## src/rtl/spimc_pkg.sv

```systemverilog
package spimc_pkg;
  typedef enum logic [1:0] {
    MT_FULL  = 2'd0,
    MT_READ  = 2'd1,
    MT_WRITE = 2'd2,
    MT_ALT   = 2'd3
  } msg_type_e;

  localparam logic [4:0] A_MODE   = 5'h00;
  localparam logic [4:0] A_RATE   = 5'h01;
  localparam logic [4:0] A_MSG    = 5'h02;
  localparam logic [4:0] A_TXPUSH = 5'h03;
  localparam logic [4:0] A_CMD    = 5'h04;
  localparam logic [4:0] A_ISTAT  = 5'h05;
  localparam logic [4:0] A_IMASK  = 5'h06;
  localparam logic [4:0] A_RXTAIL = 5'h07;

  localparam logic [3:0] OP_START = 4'h1;
  localparam logic [7:0] CLR_ALL  = 8'hFF;
  localparam logic [2:0] SLOWEST  = 3'd6;
endpackage

```

## src/rtl/spimc_bytebuf.sv

```systemverilog
module spimc_bytebuf #(
  parameter int DEPTH = 8,
  parameter int IDX_W = 3
) (
  input  logic             clk,
  input  logic             we,
  input  logic [IDX_W-1:0] waddr,
  input  logic [7:0]       wdata,
  input  logic [IDX_W-1:0] raddr,
  output logic [7:0]       rdata
);
  logic [7:0] mem [DEPTH];

  always_ff @(posedge clk) begin
    if (we) mem[waddr] <= wdata;
  end

  assign rdata = mem[raddr];
endmodule

```

## src/rtl/spimc_shifter.sv

```systemverilog
module spimc_shifter
  import spimc_pkg::*;
#(
  parameter int DEPTH     = 8,
  parameter int IDX_W     = 3,
  parameter int CNT_W     = 4,
  parameter int BASE_HALF = 1
) (
  input  logic             clk,
  input  logic             rst_n,
  input  logic             start,
  input  logic             cpol,
  input  logic             cpha,
  input  logic [2:0]       rate,
  input  logic [CNT_W-1:0] nbytes,
  input  msg_type_e        mtype,
  input  logic [7:0]       tx_byte,
  input  logic             miso,
  output logic [IDX_W-1:0] tx_idx,
  output logic             rx_we,
  output logic [IDX_W-1:0] rx_idx,
  output logic [7:0]       rx_byte,
  output logic             busy,
  output logic             done,
  output logic             sck,
  output logic             mosi
);
  localparam int DIV_W = $clog2((BASE_HALF << 6) + 1);

  logic             busy_q, done_q, sck_q, ph_q;
  msg_type_e        mt_q;
  logic [DIV_W-1:0] div_q, half_m1_q;
  logic [3:0]       k_q;
  logic [IDX_W-1:0] idx_q;
  logic [CNT_W-1:0] last_q;
  logic [7:0]       txsr;
  logic [6:0]       rxsr;
  logic [2:0]       code;
  logic             tick, sample, last_byte;

  assign code      = (rate > SLOWEST) ? SLOWEST : rate;
  assign tick      = busy_q && (div_q == half_m1_q);
  assign sample    = (k_q[0] == ph_q);
  assign last_byte = (CNT_W'(idx_q) == last_q);

  assign rx_byte = {rxsr, miso};
  assign rx_idx  = idx_q;
  assign rx_we   = tick && sample && (k_q[3:1] == 3'b111) && (mt_q != MT_WRITE);
  assign tx_idx  = (busy_q && !ph_q) ? idx_q + IDX_W'(1) : idx_q;
  assign busy    = busy_q;
  assign done    = done_q;
  assign sck     = busy_q ? sck_q : cpol;
  assign mosi    = (mt_q == MT_READ) ? 1'b0 : txsr[7];

  always_ff @(posedge clk or negedge rst_n) begin
    if (!rst_n) begin
      busy_q <= 1'b0; done_q <= 1'b0; sck_q <= 1'b0; ph_q <= 1'b0;
      mt_q <= MT_FULL; div_q <= '0; half_m1_q <= '0; k_q <= '0;
      idx_q <= '0; last_q <= '0; txsr <= '0; rxsr <= '0;
    end else begin
      done_q <= 1'b0;
      if (start && !busy_q) begin
        busy_q    <= 1'b1;
        div_q     <= '0;
        k_q       <= '0;
        idx_q     <= '0;
        sck_q     <= cpol;
        ph_q      <= cpha;
        mt_q      <= mtype;
        half_m1_q <= (DIV_W'(BASE_HALF) << code) - DIV_W'(1);
        last_q    <= nbytes - CNT_W'(1);
        txsr      <= tx_byte;
      end else if (busy_q) begin
        div_q <= tick ? '0 : div_q + DIV_W'(1);
        if (tick) begin
          sck_q <= ~sck_q;
          k_q   <= k_q + 4'd1;
          if (sample) rxsr <= rx_byte[6:0];
          else if ((ph_q && k_q == 4'd0) || (!ph_q && k_q == 4'd15)) txsr <= tx_byte;
          else txsr <= {txsr[6:0], 1'b0};
          if (k_q == 4'd15) begin
            if (last_byte) begin
              busy_q <= 1'b0;
              done_q <= 1'b1;
              idx_q  <= '0;
            end else begin
              idx_q <= idx_q + IDX_W'(1);
            end
          end
        end
      end
    end
  end


  sck_hold_chk: assert property (@(posedge clk) disable iff (!rst_n)
    (busy_q && !tick) |=> $stable(sck));


  done_idle_chk: assert property (@(posedge clk) disable iff (!rst_n)
    done_q |-> !busy_q);
endmodule

```

## src/rtl/spi_msg_ctrl.sv

```systemverilog
module spi_msg_ctrl
  import spimc_pkg::*;
#(
  parameter int DEPTH     = 8,
  parameter int NCS       = 4,
  parameter int BASE_HALF = 1
) (
  input  logic           clk,
  input  logic           rst_n,
  input  logic           reg_wr,
  input  logic [4:0]     reg_addr,
  input  logic [15:0]    reg_wdata,
  output logic [15:0]    reg_rdata,
  output logic           irq,
  output logic           sck,
  output logic           mosi,
  input  logic           miso,
  output logic [NCS-1:0] cs_n
);
  localparam int IDX_W = $clog2(DEPTH);
  localparam int CNT_W = $clog2(DEPTH + 1);
  localparam int CS_W  = (NCS > 1) ? $clog2(NCS) : 1;

  logic [2:0]       rate_q;
  logic             cpol_q, cpha_q, stat_q, mask_q;
  logic [7:0]       cnt_q;
  msg_type_e        mt_q;
  logic [CNT_W-1:0] tx_wptr, tail_q;
  logic [CS_W-1:0]  dev_q;

  logic             busy, eng_done, rx_we;
  logic [IDX_W-1:0] tx_idx, rx_idx;
  logic [7:0]       tx_byte, rx_byte, rx_rd;
  logic             start_cmd, start_go, push_ok, clr_wr, cnt_ok;
  logic             unused_bits;

  assign unused_bits = ^reg_wdata[15:10];

  assign start_cmd = reg_wr && reg_addr == A_CMD && reg_wdata[3:0] == OP_START
                     && reg_wdata[7:4] == 4'd0;
  assign cnt_ok    = (cnt_q != 8'd0) && (cnt_q <= 8'(DEPTH));
  assign start_go  = start_cmd && cnt_ok && !busy;
  assign push_ok   = reg_wr && reg_addr == A_TXPUSH && !busy && (tx_wptr < CNT_W'(DEPTH));
  assign clr_wr    = reg_wr && reg_addr == A_ISTAT && reg_wdata[7:0] == CLR_ALL;

  spimc_bytebuf #(.DEPTH(DEPTH), .IDX_W(IDX_W)) u_txbuf (
    .clk(clk), .we(push_ok), .waddr(tx_wptr[IDX_W-1:0]), .wdata(reg_wdata[7:0]),
    .raddr(tx_idx), .rdata(tx_byte));

  spimc_bytebuf #(.DEPTH(DEPTH), .IDX_W(IDX_W)) u_rxbuf (
    .clk(clk), .we(rx_we), .waddr(rx_idx), .wdata(rx_byte),
    .raddr(reg_addr[IDX_W-1:0]), .rdata(rx_rd));

  spimc_shifter #(.DEPTH(DEPTH), .IDX_W(IDX_W), .CNT_W(CNT_W), .BASE_HALF(BASE_HALF)) u_eng (
    .clk(clk), .rst_n(rst_n), .start(start_go), .cpol(cpol_q), .cpha(cpha_q),
    .rate(rate_q), .nbytes(cnt_q[CNT_W-1:0]), .mtype(mt_q), .tx_byte(tx_byte),
    .miso(miso), .tx_idx(tx_idx), .rx_we(rx_we), .rx_idx(rx_idx), .rx_byte(rx_byte),
    .busy(busy), .done(eng_done), .sck(sck), .mosi(mosi));

  always_ff @(posedge clk or negedge rst_n) begin
    if (!rst_n) begin
      rate_q <= '0; cpol_q <= 1'b0; cpha_q <= 1'b0; cnt_q <= '0; mt_q <= MT_FULL;
      tx_wptr <= '0; tail_q <= '0; dev_q <= '0; stat_q <= 1'b0; mask_q <= 1'b0;
    end else begin
      if (reg_wr && reg_addr == A_MODE) begin
        rate_q <= reg_wdata[2:0];
        cpol_q <= reg_wdata[3];
        cpha_q <= reg_wdata[4];
      end
      if (reg_wr && reg_addr == A_RATE) rate_q <= reg_wdata[2:0];
      if (reg_wr && reg_addr == A_MSG) begin
        cnt_q <= reg_wdata[7:0];
        mt_q  <= msg_type_e'(reg_wdata[9:8]);
      end
      if (reg_wr && reg_addr == A_IMASK) mask_q <= reg_wdata[0];
      if (eng_done) tx_wptr <= '0;
      else if (push_ok) tx_wptr <= tx_wptr + CNT_W'(1);
      if (start_go) begin
        dev_q  <= reg_wdata[8 +: CS_W];
        tail_q <= '0;
      end else if (rx_we) begin
        tail_q <= tail_q + CNT_W'(1);
      end
      if (eng_done) stat_q <= 1'b1;
      else if (clr_wr) stat_q <= 1'b0;
    end
  end

  assign cs_n = busy ? ~(NCS'(1) << dev_q) : '1;
  assign irq  = stat_q & mask_q;

  always_comb begin
    reg_rdata = '0;
    if (reg_addr[4]) begin
      if (int'(reg_addr[3:0]) < DEPTH) reg_rdata = {8'd0, rx_rd};
    end else begin
      case (reg_addr)
        A_MODE:   reg_rdata = {11'd0, cpha_q, cpol_q, rate_q};
        A_RATE:   reg_rdata = {13'd0, rate_q};
        A_MSG:    reg_rdata = {6'd0, mt_q, cnt_q};
        A_ISTAT:  reg_rdata = {15'd0, stat_q};
        A_IMASK:  reg_rdata = {15'd0, mask_q};
        A_RXTAIL: reg_rdata = 16'(tail_q);
        default:  reg_rdata = '0;
      endcase
    end
  end


  cs_onehot_chk: assert property (@(posedge clk) disable iff (!rst_n) $onehot0(~cs_n));


  busy_start_chk: assert property (@(posedge clk) disable iff (!rst_n)
    (start_cmd && busy) |=> $stable(dev_q));


  txptr_hold_chk: assert property (@(posedge clk) disable iff (!rst_n)
    busy |=> $stable(tx_wptr));


  clear_chk: assert property (@(posedge clk) disable iff (!rst_n)
    (clr_wr && !eng_done) |=> !stat_q);


  tail_bound_chk: assert property (@(posedge clk) disable iff (!rst_n)
    tail_q <= CNT_W'(DEPTH));
endmodule

```

## config.mk

```make
export PLATFORM = sky130hd
export DESIGN_NAME = spi_msg_ctrl
export DESIGN_NICKNAME = d
export VERILOG_FILES = /design/src/rtl/spimc_pkg.sv /design/src/rtl/spimc_bytebuf.sv /design/src/rtl/spimc_shifter.sv /design/src/rtl/spi_msg_ctrl.sv
export SDC_FILE = /design/constraint.sdc
export NUM_CORES = 1
export LEC_CHECK = 0
export BUFFER_PORTS_ARGS = -buffer_cell sky130_fd_sc_hd__buf_2
export CORE_MARGIN = 2
export CORE_UTILIZATION = 58
export CTS_CLUSTER_DIAMETER = 120
export CTS_CLUSTER_SIZE = 14
export DETAILED_ROUTE_END_ITERATION = 10
export HOLD_SLACK_MARGIN = 0.12
export PLACE_DENSITY = 0.76
export SETUP_SLACK_MARGIN = 0.05
export SLEW_MARGIN = 20
export SYNTH_ARGS = -nofsm -noshare
export SYNTH_HDL_FRONTEND = slang
export SYNTH_HIERARCHICAL = 1
export SYNTH_SLANG_ARGS = --single-unit
export TNS_END_PERCENT = 20
```

## constraint.sdc

```tcl
create_clock -name clk -period 4.9 [get_ports clk]
set_clock_uncertainty 0.1 [all_clocks]
set_input_delay 0.98 -clock clk [delete_from_list [all_inputs] [get_ports clk]]
set_output_delay 0.98 -clock clk [all_outputs]
set_load 0.02 [all_outputs]
```

==> impl_metrics.env <==
export IMPL_critPathRequiredTime_ns=3.82
export IMPL_leakage_nw=3.61
export IMPL_numCtsBuffers=18
export IMPL_insertedDiodeCount=0
export IMPL_post_cts_buffers=0
export IMPL_clkTransAtPathRegs_ns=0.06
export IMPL_wl_um=16700
export IMPL_drc=0
export IMPL_drive_gt1_share_pct=21.2
export IMPL_grt_pass1_vias=4781
export IMPL_min_from="u_eng/last_q[3]"
export IMPL_fp_dieH_um=127
export IMPL_path_class="input port to primary output"
export IMPL_pin_count=48
export IMPL_synthesis_area_um2=8780
export IMPL_ir_drop_v=0.000284
export IMPL_final_util_pct=66.0
export IMPL_setup_viol=0
export IMPL_final_nets=635
export IMPL_cts_htree_levels=1
export IMPL_syn_inst=555
export IMPL_worstPathArrival_ns=2.93
export IMPL_maxSlewHeadroom_pct=35.0
export IMPL_synth_edf_count=128
export IMPL_period_share_pct=81.9
export IMPL_ant_nets=0
export IMPL_hp_class="flip-flop to flip-flop"
export IMPL_regToRegSetupSlack_ns=1.37
export IMPL_status="finished clean"
export IMPL_ys_seq_elements=201
export IMPL_max_freq_mhz=249
export IMPL_tightest_slew_ns=0.975
export IMPL_crit_fanout=23
export IMPL_syn_to_final_growth_pct=10.0
export IMPL_start_util_pct=60.0
export IMPL_drtIter0Drc=477
export IMPL_hold_end="u_eng/last_q[3]"
export IMPL_cts_sinks=201
export IMPL_synth_cell_types=57
export IMPL_hold_viol_final=0
export IMPL_reg2reg_depth=6
export IMPL_gp_routability_congestion=0.768
export IMPL_setup_tns_final_ns=0
export IMPL_rr_startpoint="u_eng/busy"
export IMPL_cts_tree="done"
export IMPL_synth_ff_type="edfxtp_1"
export IMPL_rr_endpoint="u_rxbuf/mem[3][2]"
export IMPL_period_needed_ns=4.01
export IMPL_end_kind="primary output"
export IMPL_numPortBuffers=35
export IMPL_row_count=44
export IMPL_antenna_found_initial=0
export IMPL_die_w_um=127
export IMPL_grtUsageTotal_pct=21.2
export IMPL_core_area_um2=14600
export IMPL_cts_resized=0
export IMPL_hold_depth=2
export IMPL_grt_first_pass_wirelength_um=26300
export IMPL_ys_top_cells_by_area="edfxtp_1 44%, dfrtp_1 21%, mux4_1 9.0%, mux2_2 5.8%, nor2_1 1.9%"
export IMPL_cp_start_kind="input port"
export IMPL_fillers=1022
export IMPL_regArea_um2=5670
export IMPL_yosys_warnings=6
export IMPL_postSynthAreaPerCell_um2=15.8
export IMPL_cts_buffer_depth=3
export IMPL_powerDensity_nw_per_um2=348
export IMPL_multiInputGateArea_um2=2920
export IMPL_grt_start_max_net_pins=74
export IMPL_wl_per_cell_um=20.9
export IMPL_synth_top_area_share_pct=43.8
export IMPL_clkLatencyLatePin_ns=0.49
export IMPL_vias=4823
export IMPL_yosys_area_top_type="edfxtp_1"
export IMPL_holdWs_ns=0.371
export IMPL_dieArea_um2=16100
export IMPL_root_buffer="clkbuf_16"
export IMPL_holdBufCountCts=0
export IMPL_drv_cap=0
export IMPL_rsz0062_at_grt="false"
export IMPL_async_flop_share_pct=36.3
export IMPL_ys_seq_area_share_pct=64.6
export IMPL_overflow=0
export IMPL_vias_per_cell=6.04
export IMPL_drt_pre_antenna_iters=5
export IMPL_dpl_hpwl_um=10900
export IMPL_drv_slew=0
## through the flow
step / total power [mW] / cells / setup slack, ns / instance area (µm²)
finish: 3.36 / 798 / 0.887 / 9660
CTS: 3.39 / 798 / 0.874 / 9660
floorplan: 2.04 / 560 / 1.39 / 8800
detailed placement: 2.11 / 767 / 0.892 / 9140
global placement: 2.10 / 767 / 0.909 / 9140
global route: 3.48 / 798 / 0.736 / 9660
## cell families after synthesis
| logic type | share of synthesized area, % |
|---|---|
| flip-flops | 64.6 |
| other | 0.0427 |
| buffers and inverters | 2.35 |
| adder cells (fa/ha/maj) | 0.998 |
| XOR/XNOR | 2.69 |
| AO/OA/AOI/OAI | 3.69 |
| AND/OR/NAND/NOR | 8.78 |
| multiplexers | 16.9 |
## where the power goes
part / switching (mW) / internal, mW / total [mW]
combinational: 0.103 / 0.0823 / 0.185
clock: 0.596 / 0.696 / 1.29
sequential: 0.0513 / 1.84 / 1.89
total: 0.750 / 2.61 / 3.36
## how the worst max path moves through the flow
stage | startpoint | to | slack, ns | depth (start not counted)
2_1_floorplan | reg_addr[0] | reg_rdata[1] | 1.39 | 6
5_1_grt | reg_addr[0] | reg_rdata[0] | 0.74 | 6
3_5_place_dp | reg_addr[0] | reg_rdata[0] | 0.89 | 7
4_1_cts | reg_addr[0] | reg_rdata[0] | 0.87 | 7
6_report | reg_addr[0] | reg_rdata[0] | 0.89 | 7
3_3_place_gp | reg_addr[0] | reg_rdata[0] | 0.91 | 7
## cell usage after synthesis, drive strengths merged (3+ instances only)
library cell    n
ha              7
nand3           8
nand2          35
xor2           11
o21ai          14
nor2b           4
mux2           47
nor2           45
a21oi          10
dfrtp          73
mux2i          11
xnor2          16
a22oi           5
nand4           7
o31ai           3
inv             7
a22o            4
nand2b         10
nand3b          4
clkbuf         11
nor3           13
or4b            3
edfxtp        128
nor4            3
mux4           32
buf            16
and2            5
## flip-flops by register name (all words and copies together) (netlist names), 4 cells and up
name,flops
tail_q,4
u_eng/txsr,8
tx_wptr,4
u_eng/div_q,7
u_eng/k_q,4
u_eng/half_m1_q,7
u_rxbuf/mem,64
u_eng/rxsr,7
cnt_q,8
u_eng/last_q,4
u_txbuf/mem,64
## area by class of cell
| cell class | instances | area share (%) |
|---|---|---|
| Multi-Input combinational cell | 325 | 30.3 |
| Inverter | 7 | 0.272 |
| Sequential cell | 201 | 58.7 |
| Clock buffer | 29 | 5.09 |
| Tap cell | 184 | 2.38 |
| Timing Repair Buffer | 50 | 3.01 |
| Clock inverter | 2 | 0.285 |
## cells in the final DEF (no fill, tap or decap), types with 8 or more instances in the layout
cell type  count
edfxtp_1     128
dfrtp_1       73
mux2_2        45
nor2_1        44
nand2_1       35
buf_2         34
mux4_1        30
clkbuf_16     18
xnor2_1       16
buf_4         16
o21ai_0       14
nor3_1        11
xor2_1        11
mux2i_1       11
clkbuf_1      11
nand2b_1      10
a21oi_1       10
nand3_1        8
## metal layers
| metal | track usage (%) | vias to the layer above | part of all wire [%] |
|---|---|---|---|
| met4 | 5.04 | 0 | 2.0 |
| li1 | - | 2219 | - |
| met3 | 2.60 | 24 | 4.2 |
| met5 | 0 | - | 0 |
| met2 | 35.9 | 118 | 50 |
| met1 | 29.9 | 2462 | 44 |
## critical path: stages
cell and delay [ns]:
buf_2 0.30, or3b_2 0.54, nor3_1 0.41, buf_4 0.26, a22oi_1 0.08, o31ai_1 0.12, buf_2 0.23
Note: power is estimated with default switching activity, not from simulation.
